### config.mk
export PLATFORM = sky130hd
export DESIGN_NAME = spec_rob
export DESIGN_NICKNAME = d
export VERILOG_FILES = /design/src/rtl/rob_pkg.sv /design/src/rtl/rob_ptr.sv /design/src/rtl/rob_slot.sv /design/src/rtl/rob_retire.sv /design/src/rtl/spec_rob.sv
export SDC_FILE = /design/constraint.sdc
export NUM_CORES = 2
export LEC_CHECK = 0
export BUFFER_PORTS_ARGS = -buffer_cell sky130_fd_sc_hd__clkbuf_2
export CORE_MARGIN = 4
export CORE_UTILIZATION = 33
export CTS_BUF_LIST = sky130_fd_sc_hd__clkbuf_4 sky130_fd_sc_hd__clkbuf_8
export DETAILED_ROUTE_END_ITERATION = 12
export PLACE_DENSITY = 0.47
export SYNTH_ARGS = -nofsm -noshare
export SYNTH_HDL_FRONTEND = slang
export SYNTH_SLANG_ARGS = --single-unit
### constraint.sdc
create_clock -name clk -period 7.1 [get_ports clk]
set_input_delay 1.42 -clock clk [delete_from_list [all_inputs] [get_ports clk]]
set_output_delay 1.42 -clock clk [all_outputs]
set_load 0.02 [all_outputs]
### src/rtl/rob_pkg.sv
package rob_pkg;
  typedef enum logic [1:0] {
    K_ALU   = 2'd0,
    K_BR    = 2'd1,
    K_LOAD  = 2'd2,
    K_STORE = 2'd3
  } kind_e;

  typedef struct packed {
    logic done;
    logic mispred;
    logic fault;
  } stat_t;
endpackage

### src/rtl/rob_ptr.sv
module rob_ptr #(
  parameter int W = 4
) (
  input  logic         clk,
  input  logic         rst_n,
  input  logic         clr,
  input  logic         inc,
  output logic [W:0]   ptr
);
  logic [W:0] ptr_n;

  always_comb begin
    ptr_n = ptr;
    if (clr)      ptr_n = '0;
    else if (inc) ptr_n = ptr + 1'b1;
  end

  always_ff @(posedge clk or negedge rst_n) begin
    if (!rst_n) ptr <= '0;
    else        ptr <= ptr_n;
  end
endmodule

### src/rtl/rob_slot.sv
module rob_slot
  import rob_pkg::*;
#(
  parameter int PC_W   = 32,
  parameter int DATA_W = 32,
  parameter int REG_W  = 5
) (
  input  logic              clk,
  input  logic              rst_n,
  input  logic              flush,
  input  logic              alloc,
  input  logic              wb,
  input  logic              free,
  input  logic [PC_W-1:0]   in_pc,
  input  logic [1:0]        in_kind,
  input  logic [REG_W-1:0]  in_dst,
  input  logic [DATA_W-1:0] wb_data,
  input  logic              wb_mispred,
  input  logic              wb_fault,
  input  logic [PC_W-1:0]   wb_target,
  output logic              busy,
  output stat_t             stat,
  output logic [PC_W-1:0]   pc,
  output logic [1:0]        kind,
  output logic [REG_W-1:0]  dst,
  output logic [DATA_W-1:0] data,
  output logic [PC_W-1:0]   target
);
  logic  busy_n;
  stat_t stat_n;
  logic  wb_hit;

  assign wb_hit = wb && busy && !alloc;

  always_comb begin
    busy_n = busy;
    if (flush)      busy_n = 1'b0;
    else if (alloc) busy_n = 1'b1;
    else if (free)  busy_n = 1'b0;
  end

  always_comb begin
    stat_n = stat;
    if (alloc)       stat_n = '0;
    else if (wb_hit) stat_n = '{done: 1'b1, mispred: wb_mispred, fault: wb_fault};
  end

  always_ff @(posedge clk or negedge rst_n) begin
    if (!rst_n) begin
      busy <= 1'b0;
      stat <= '0;
    end else begin
      busy <= busy_n;
      stat <= stat_n;
    end
  end

  // payload: no reset, written under explicit enables
  always_ff @(posedge clk) begin
    if (alloc) begin
      pc   <= in_pc;
      kind <= in_kind;
      dst  <= in_dst;
    end
    if (wb_hit) begin
      data   <= wb_data;
      target <= wb_target;
    end
  end
endmodule

### src/rtl/rob_retire.sv
module rob_retire
  import rob_pkg::*;
#(
  parameter int                PC_W       = 32,
  parameter logic [PC_W-1:0]   HANDLER_PC = '0
) (
  input  logic            head_busy,
  input  stat_t           head_stat,
  input  logic [PC_W-1:0] head_target,
  output logic            cmt_go,
  output logic            flush,
  output logic [PC_W-1:0] flush_pc
);
  logic head_done;
  logic flagged;

  assign head_done = head_busy && head_stat.done;
  assign flagged   = head_stat.mispred || head_stat.fault;

  always_comb begin
    cmt_go   = head_done && !flagged;
    flush    = head_done && flagged;
    flush_pc = head_stat.fault ? HANDLER_PC : head_target;
  end
endmodule

### src/rtl/spec_rob.sv
module spec_rob
  import rob_pkg::*;
#(
  parameter int              DEPTH      = 16,
  parameter int              PC_W       = 32,
  parameter int              DATA_W     = 32,
  parameter int              REG_W      = 5,
  parameter logic [PC_W-1:0] HANDLER_PC = 32'h0000_0180,
  localparam int             TAG_W      = $clog2(DEPTH)
) (
  input  logic              clk,
  input  logic              rst_n,
  input  logic              iss_valid,
  input  logic [PC_W-1:0]   iss_pc,
  input  logic [1:0]        iss_kind,
  input  logic [REG_W-1:0]  iss_dst,
  output logic              iss_ready,
  output logic [TAG_W-1:0]  iss_tag,
  input  logic              wb_valid,
  input  logic [TAG_W-1:0]  wb_tag,
  input  logic [DATA_W-1:0] wb_data,
  input  logic              wb_mispred,
  input  logic              wb_fault,
  input  logic [PC_W-1:0]   wb_target,
  output logic              cmt_valid,
  output logic [TAG_W-1:0]  cmt_tag,
  output logic [PC_W-1:0]   cmt_pc,
  output logic [1:0]        cmt_kind,
  output logic [REG_W-1:0]  cmt_dst,
  output logic [DATA_W-1:0] cmt_data,
  output logic              flush,
  output logic [PC_W-1:0]   flush_pc,
  input  logic [TAG_W-1:0]  lk_tag,
  output logic              lk_ready,
  output logic [DATA_W-1:0] lk_data
);
  logic [TAG_W:0]   head_ptr, tail_ptr;
  logic [TAG_W-1:0] head_idx, tail_idx;
  logic             full, alloc_en, cmt_go;

  logic              s_busy   [DEPTH];
  stat_t             s_stat   [DEPTH];
  logic [PC_W-1:0]   s_pc     [DEPTH];
  logic [1:0]        s_kind   [DEPTH];
  logic [REG_W-1:0]  s_dst    [DEPTH];
  logic [DATA_W-1:0] s_data   [DEPTH];
  logic [PC_W-1:0]   s_target [DEPTH];

  assign head_idx = head_ptr[TAG_W-1:0];
  assign tail_idx = tail_ptr[TAG_W-1:0];
  assign full     = (head_ptr[TAG_W] != tail_ptr[TAG_W]) && (head_idx == tail_idx);
  assign alloc_en = iss_valid && !full && !flush;

  rob_ptr #(.W(TAG_W)) u_head (
    .clk(clk), .rst_n(rst_n), .clr(flush), .inc(cmt_go), .ptr(head_ptr));
  rob_ptr #(.W(TAG_W)) u_tail (
    .clk(clk), .rst_n(rst_n), .clr(flush), .inc(alloc_en), .ptr(tail_ptr));

  for (genvar i = 0; i < DEPTH; i++) begin : g_slot
    rob_slot #(.PC_W(PC_W), .DATA_W(DATA_W), .REG_W(REG_W)) u_slot (
      .clk       (clk),
      .rst_n     (rst_n),
      .flush     (flush),
      .alloc     (alloc_en && (tail_idx == TAG_W'(i))),
      .wb        (wb_valid && (wb_tag == TAG_W'(i))),
      .free      (cmt_go && (head_idx == TAG_W'(i))),
      .in_pc     (iss_pc),
      .in_kind   (iss_kind),
      .in_dst    (iss_dst),
      .wb_data   (wb_data),
      .wb_mispred(wb_mispred),
      .wb_fault  (wb_fault),
      .wb_target (wb_target),
      .busy      (s_busy[i]),
      .stat      (s_stat[i]),
      .pc        (s_pc[i]),
      .kind      (s_kind[i]),
      .dst       (s_dst[i]),
      .data      (s_data[i]),
      .target    (s_target[i])
    );
  end

  rob_retire #(.PC_W(PC_W), .HANDLER_PC(HANDLER_PC)) u_retire (
    .head_busy  (s_busy[head_idx]),
    .head_stat  (s_stat[head_idx]),
    .head_target(s_target[head_idx]),
    .cmt_go     (cmt_go),
    .flush      (flush),
    .flush_pc   (flush_pc)
  );

  always_comb begin
    iss_ready = !full;
    iss_tag   = tail_idx;
    cmt_valid = cmt_go;
    cmt_tag   = head_idx;
    cmt_pc    = s_pc[head_idx];
    cmt_kind  = s_kind[head_idx];
    cmt_dst   = s_dst[head_idx];
    cmt_data  = s_data[head_idx];
    lk_ready  = s_busy[lk_tag] && s_stat[lk_tag].done;
    lk_data   = s_data[lk_tag];
  end
endmodule

Yosys cells after proc, flatten, opt, wreduce, memory -nomap -nowiden. Cells that the tools add are included.

Register bits: 1722. Input port bits: 117. Output and inout bits: 147. Word-level logic and storage cells: 458.

$add $sub $neg: 2. Magnitude comparators: 2. Equality and inequality tests: 47. Muxes and demuxes: 115. Bitwise gates (word level): 2. Reduce and logical (&&, ||, !) cells: 144.

Operator list (number): 32-bit binary-select mux with 4-bit select (4); 32-bit 2-to-1 mux (9); 3-bit 2-to-1 mux (36); 4-bit == test (second input constant) (24); 1-bit logical AND (87); 1-bit 2-to-1 mux (52); 4-bit by 3-bit == test with 1-bit output (second input constant) (12); 3-bit nonzero test (16); 2-bit nonzero test (18); 5-bit 2-to-1 mux (6); 3-bit binary-select mux with 4-bit select (2); 4-bit by 2-bit == test with 1-bit output (second input constant) (6); 5-bit binary-select mux with 4-bit select (1); 1-bit logical NOT (19); 4-bit by 1-bit == test with 1-bit output (second input constant) (3); 4-bit logical NOT (3); 5-bit by 1-bit adder with 5-bit output (second input constant) (2); 5-bit >= comparator (second input constant) (2); 4-bit inverter with 5-bit output (2); 1-bit binary-select mux with 4-bit select (2); 2-bit binary-select mux with 4-bit select (1); 4-bit == test (1); 2-bit 2-to-1 mux (2); 1-bit logical OR (1); 1-bit != test (1).

Depth between registers and ports, before layout.
Depth in word-level cells: 13. Gate-level depth with buffers: 11. Mapped depth without buffers: 6.

By module. Synthesis repeated with hierarchy kept, for this count alone.

Cells, all modules: 2945. Area total of the unflattened synthesis: 69973.4 µm².

Modules (own cells, without submodules): rob_slot (instances 16, cells each 118, area each 3261.9 µm², sequential area each 3193.1 µm²); spec_rob (instances 1, cells each 976, area each 17033.8 µm², sequential area each 0.0 µm²); rob_ptr (instances 2, cells each 22, area each 252.7 µm², sequential area each 125.1 µm²); rob_retire (instances 1, cells each 37, area each 244.0 µm², sequential area each 0.0 µm²).

Least setup slack after synthesis. Ideal clock, no wire load.

Path type: input-to-reg. From: in wb_tag[0]. To: reg g_slot[4].u_slot.data[0], enable pin. Setup time: 583 ps. Data arrival time: 6826 ps. Required time: 6517 ps. Setup slack: -309 ps. Cell stages on the path: 4. Buffers on the path: 1. Cell sequence: nor3b_1 -> and3_1 -> buf_1 -> a21boi_0.

Cells in the longest elaborated chain, start to end: 4.

Ends and longest elaborated chain: from (decl) (line spec_rob.sv:20) `input logic [TAG_W-1:0] wb_tag,`; 4-bit by 3-bit == test with 1-bit output (line spec_rob.sv:65) `.wb (wb_valid && (wb_tag == TAG_W'(i))),`; 1-bit logical AND (line spec_rob.sv:65); 1-bit logical AND (2 in series) (line rob_slot.sv:33) `assign wb_hit = wb && busy && !alloc;`; net g_slot[4].u_slot.wb_hit (line rob_slot.sv:31) `logic wb_hit;`; to (signal assigned) (line rob_slot.sv:66) `data <= wb_data;`; to (decl) (line rob_slot.sv:26) `output logic [DATA_W-1:0] data,`.

The timed path passes the listed nets, and every way through them passes these cells. A chain may end at the register's enable or synchronous reset.

Worst setup path after layout.
From: reg u_head.ptr[0]. To: out cmt_pc[31].

Cells in the longest elaborated chain, start to end: 4.

Ends and longest elaborated chain: from (decl) (line rob_ptr.sv:8) `output logic [W:0] ptr`; from (signal assigned) (line rob_ptr.sv:20) `else ptr <= ptr_n;`; 4-bit inverter with 5-bit output (not written as such) (line spec_rob.sv:98) `cmt_pc = s_pc[head_idx];`; 32-bit binary-select mux with 4-bit select (line spec_rob.sv:98); 32-bit 2-to-1 mux (not written as such) (2 in series) (line spec_rob.sv:98); to (decl) (line spec_rob.sv:27) `output logic [PC_W-1:0] cmt_pc,`.

Every way passes these cells. The select of a mux whose other input is x is not followed.

==> flow_summary.ini <==
[run_status]
status = finished, final reports clean

[power]
clockPowerShare = 0.294
p_sw_uw = 9540
total_leakage_power_uw = 0.0256
power_report.internal_total_uw = 20500
ir_drop_uv = 298
power_per_cell_area_nw_per_um2 = 371
power_switching_share = 0.318
comb_power_share = 0.295
p_total_uw = 30000
seq_power_share = 0.410

[sta]
maxSlewHeadroom = 0.274
achievable-frequency_ghz = 0.163
finalHoldViolations = 0
worst_slew_pin_slew_ns = 1.09
timing.final.setup_violations = 0
rsz0062_at_grt = no
setup_tns_ns = 0
final.period_utilization = 0.863
final.min_clock_period_ns = 6.12
setup_slack_ns = 0.975
clock-skew-final_ns = 0.0876
final_max_slew_viol_count = 0
holdWs_ns = 0.545

[logic_synthesis]
synth_seq_area_share = 0.733
synth_top_area_share = 0.707
async_flop_share = 0.0430
synthesis.yosys.warnings = 0
postSynthRegisterBits = 1722
mappedNetlistArea_um2 = 70000
syn_avg_cell_area_um2 = 23.5
synthCells = 2984
synth_flop_cell = sky130_fd_sc_hd__edfxtp_1
yosys-top-cells-area = sky130_fd_sc_hd__edfxtp_1, sky130_fd_sc_hd__mux4_2, sky130_fd_sc_hd__dfrtp_1
synth_area_leader_cell = sky130_fd_sc_hd__edfxtp_1
number_of_enable_flip_flop_cells_after_synthesis = 1648
synthDistinctLibCells = 41
syn-num-nets = 3109

[layout]
nFillCells = 18900
finish.net_count = 3568
post_route_cells_drive_above_1_share = 0.421
flow.area_growth_from_synthesis_pct = 15.6
layout.core_utilization = 0.385

[floorplan]
floorplan.die_area_um2 = 220000
fp.dieH_um = 469
die_width_um = 469
i_o_pin_count = 264
rows = 168
start_util = 0.333
core_region_area_um2 = 210000

[clock_network]
ctsHoldBuffers = 0
clockBufferDepth = 4
clock_h_tree_levels = 5
clkTransAtPathRegs_ns = 0.06
tritoncts = built
clk_root_buffer_cell = sky130_fd_sc_hd__clkbuf_8
post-cts-setup-buffers = 0
postCtsResizedCells = 0
clkLatencyLatePin_ns = 1.04
clock_sink_count = 1722
numCtsBuffers = 320

[routing]
routed_wl_um = 188000
routed-via-count = 33900
detail-route-antenna-nets = 0
first_pass_iters = 5
routed_via_density = 5.24
detailedRoute.firstIterationViolations = 2825
drt-wirelength-per-cell_um = 29.1
route.detailed.drc = 0

[worst_setup_path]
critical_path.cell_chain = buf_12 -> buf_4 -> mux4_2 -> mux4_2 -> clkbuf_2
crit_type = register to output pin
end_kind = output pin
rr_startpoint = u_head.ptr[3]$_DFFE_PN0P_
cp_num_buf_inv = 3
crit-reg2reg-capture = g_slot[10].u_slot.data[3]$_DFFE_PP_
worst-endpoint-arrival_ns = 4.70
cp_top_family = buffers and inverters
r2r.worst_path.cells = 10
critPathSlowestCell = sky130_fd_sc_hd__buf_4
critPathMostFrequentCell = sky130_fd_sc_hd__mux4_2
delay_contributed_by_the_slowest_stage_of_the_critical_path_ns = 0.77
worstPathRequired_ns = 5.68
worstPathMaxFanout = 81
rrSetupSlack_ns = 1.73
critical_path_launch_point_type = register

[placed_design]
portBuffers = 263
gp_congestion = 0.758
post-dp-hpwl_um = 98100
pre_cts_ws_ns = 1.71

[global_route]
gr-total-overflow = 0
grt_pass1_wl_um = 269000
first_global_vias = 36200
global_route_usage_over_all_layers = 0.171
grt_start_max_net_pins = 118
number_of_antenna_violations_at_the_first_check_in_global_routing = 23

[min_path]
hold_path.class = register to register
timing.hold.worst_path_depth = 2
hold_start = g_slot[15].u_slot.stat[0]$_DFFE_PN0P_
min_delay_worst_endpoint = g_slot[15].u_slot.stat[0]$_DFFE_PN0P_

[flow_run]
cap_violations = 0
## logic make-up (layout without fill, tap and decap cells)
group,count (synthesis),count (layout),synth area share
flip-flops,1722,1722,0.733
multiplexers,725,725,0.227
buffers and inverters,220,888,0.0144
AND/OR/NAND/NOR,200,200,0.0140
AO/OA/AOI/OAI,98,98,0.00845
XOR/XNOR,11,11,0.00138
adder cells (fa/ha/maj),8,8,0.00143
other,0,14,0
## power by group through the flow
| stage | Sequential, uW | Clock [uW] | Combinational [uW] |
|---|---|---|---|
| after global placement | 12500 | 0 | 9110 |
| final | 12300 | 8830 | 8860 |
| after detailed placement | 12500 | 0 | 9090 |
| after global routing | 12400 | 9660 | 9460 |
| after CTS | 12300 | 9170 | 9110 |
| after floorplan | 12200 | 0 | 6210 |
## through the flow
step                      instance area (um^2)  instances
after floorplan                          70000       2984
after global placement                   75200       5926
after detailed placement                 75200       5926
after CTS                                80900       6457
after global routing                     80900       6464
final                                    80900       6471
## final cells by class
class	count	area [um^2]	share of cell area
Sequential cell	1722	51400	0.634
Multi-Input combinational cell	1042	18000	0.222
Clock buffer	411	5130	0.0634
Tap cell	2805	3510	0.0434
Timing Repair Buffer	350	2320	0.0286
Clock inverter	120	606	0.00748
Antenna cell	14	35.0	0.000433
Inverter	7	26.3	0.000325
## how the worst max path moves through the flow
stage | depth (start not counted) | end | from | slack (ns)
floorplan | 6 | g_slot[15].u_slot.data[0]$_DFFE_PP_ | iss_valid | 0.29
global placement | 9 | g_slot[9].u_slot.data[10]$_DFFE_PP_ | u_head.ptr[3]$_DFFE_PN0P_ | 1.80
detailed placement | 10 | g_slot[10].u_slot.data[4]$_DFFE_PP_ | u_head.ptr[3]$_DFFE_PN0P_ | 1.71
CTS | 6 | flush_pc[29] | u_head.ptr[0]$_DFFE_PN0P_ | 0.69
global route | 5 | cmt_pc[31] | u_head.ptr[0]$_DFFE_PN0P_ | 0.53
finish | 5 | cmt_pc[31] | u_head.ptr[0]$_DFFE_PN0P_ | 0.98
## flip-flops by register name, indices dropped and copies added, names as in the netlist
signal,cells
g_slot.u_slot.kind,32
g_slot.u_slot.target,512
u_head.ptr,5
g_slot.u_slot.dst,80
u_tail.ptr,5
g_slot.u_slot.pc,512
g_slot.u_slot.data,512
g_slot.u_slot.busy,16
g_slot.u_slot.stat,48
## per-layer routing
| metal | track usage | up-vias | routed length [um] |
|---|---|---|---|
| met4 | 0.0556 | 16 | 5520 |
| li1 | - | 13900 | - |
| met5 | 0 | - | 93 |
| met1 | 0.232 | 18600 | 80300 |
| met2 | 0.276 | 1037 | 91800 |
| met3 | 0.0369 | 385 | 10700 |
## cells in the mapped netlist (9+ instances only)
cell type and number:
sky130_fd_sc_hd__dfrtp_1 74, sky130_fd_sc_hd__buf_1 41, sky130_fd_sc_hd__o22ai_1 12, sky130_fd_sc_hd__a21boi_0 9
sky130_fd_sc_hd__a21oi_1 46, sky130_fd_sc_hd__nand2_1 45, sky130_fd_sc_hd__mux2i_1 32, sky130_fd_sc_hd__and3_1 50
sky130_fd_sc_hd__nor2_1 50, sky130_fd_sc_hd__buf_4 14, sky130_fd_sc_hd__buf_2 63, sky130_fd_sc_hd__mux4_2 692
sky130_fd_sc_hd__nor2b_1 10, sky130_fd_sc_hd__o21ai_0 11, sky130_fd_sc_hd__clkbuf_1 88, sky130_fd_sc_hd__nor3_1 12
sky130_fd_sc_hd__nand3_1 18, sky130_fd_sc_hd__edfxtp_1 1648
## worst register-to-register path, delay by kind of cell, from the launching register on
family,cells,cell delay [ns]
buf+inv,4,1.49
simple gates,3,1.42
compound gates,3,1.17
flops,1,0.92
## layout by cell type, fill, tap and decap left out, types with 18 or more instances in the layout
cell type / synthesis / layout
sky130_fd_sc_hd__a21oi_1: 46 / 43
sky130_fd_sc_hd__and3_1: 50 / 47
sky130_fd_sc_hd__buf_12: 0 / 26
sky130_fd_sc_hd__buf_4: 14 / 64
sky130_fd_sc_hd__clkbuf_2: 0 / 258
sky130_fd_sc_hd__clkbuf_4: 0 / 84
sky130_fd_sc_hd__clkbuf_8: 0 / 327
sky130_fd_sc_hd__clkinv_1: 0 / 78
sky130_fd_sc_hd__clkinv_2: 0 / 29
sky130_fd_sc_hd__dfrtp_1: 74 / 70
sky130_fd_sc_hd__edfxtp_1: 1648 / 1648
sky130_fd_sc_hd__mux2i_1: 32 / 32
sky130_fd_sc_hd__mux4_2: 692 / 692
sky130_fd_sc_hd__nand2_1: 45 / 45
sky130_fd_sc_hd__nand3_1: 18 / 18
sky130_fd_sc_hd__nor2_1: 50 / 37
Note: power is estimated with default switching activity, not from simulation.
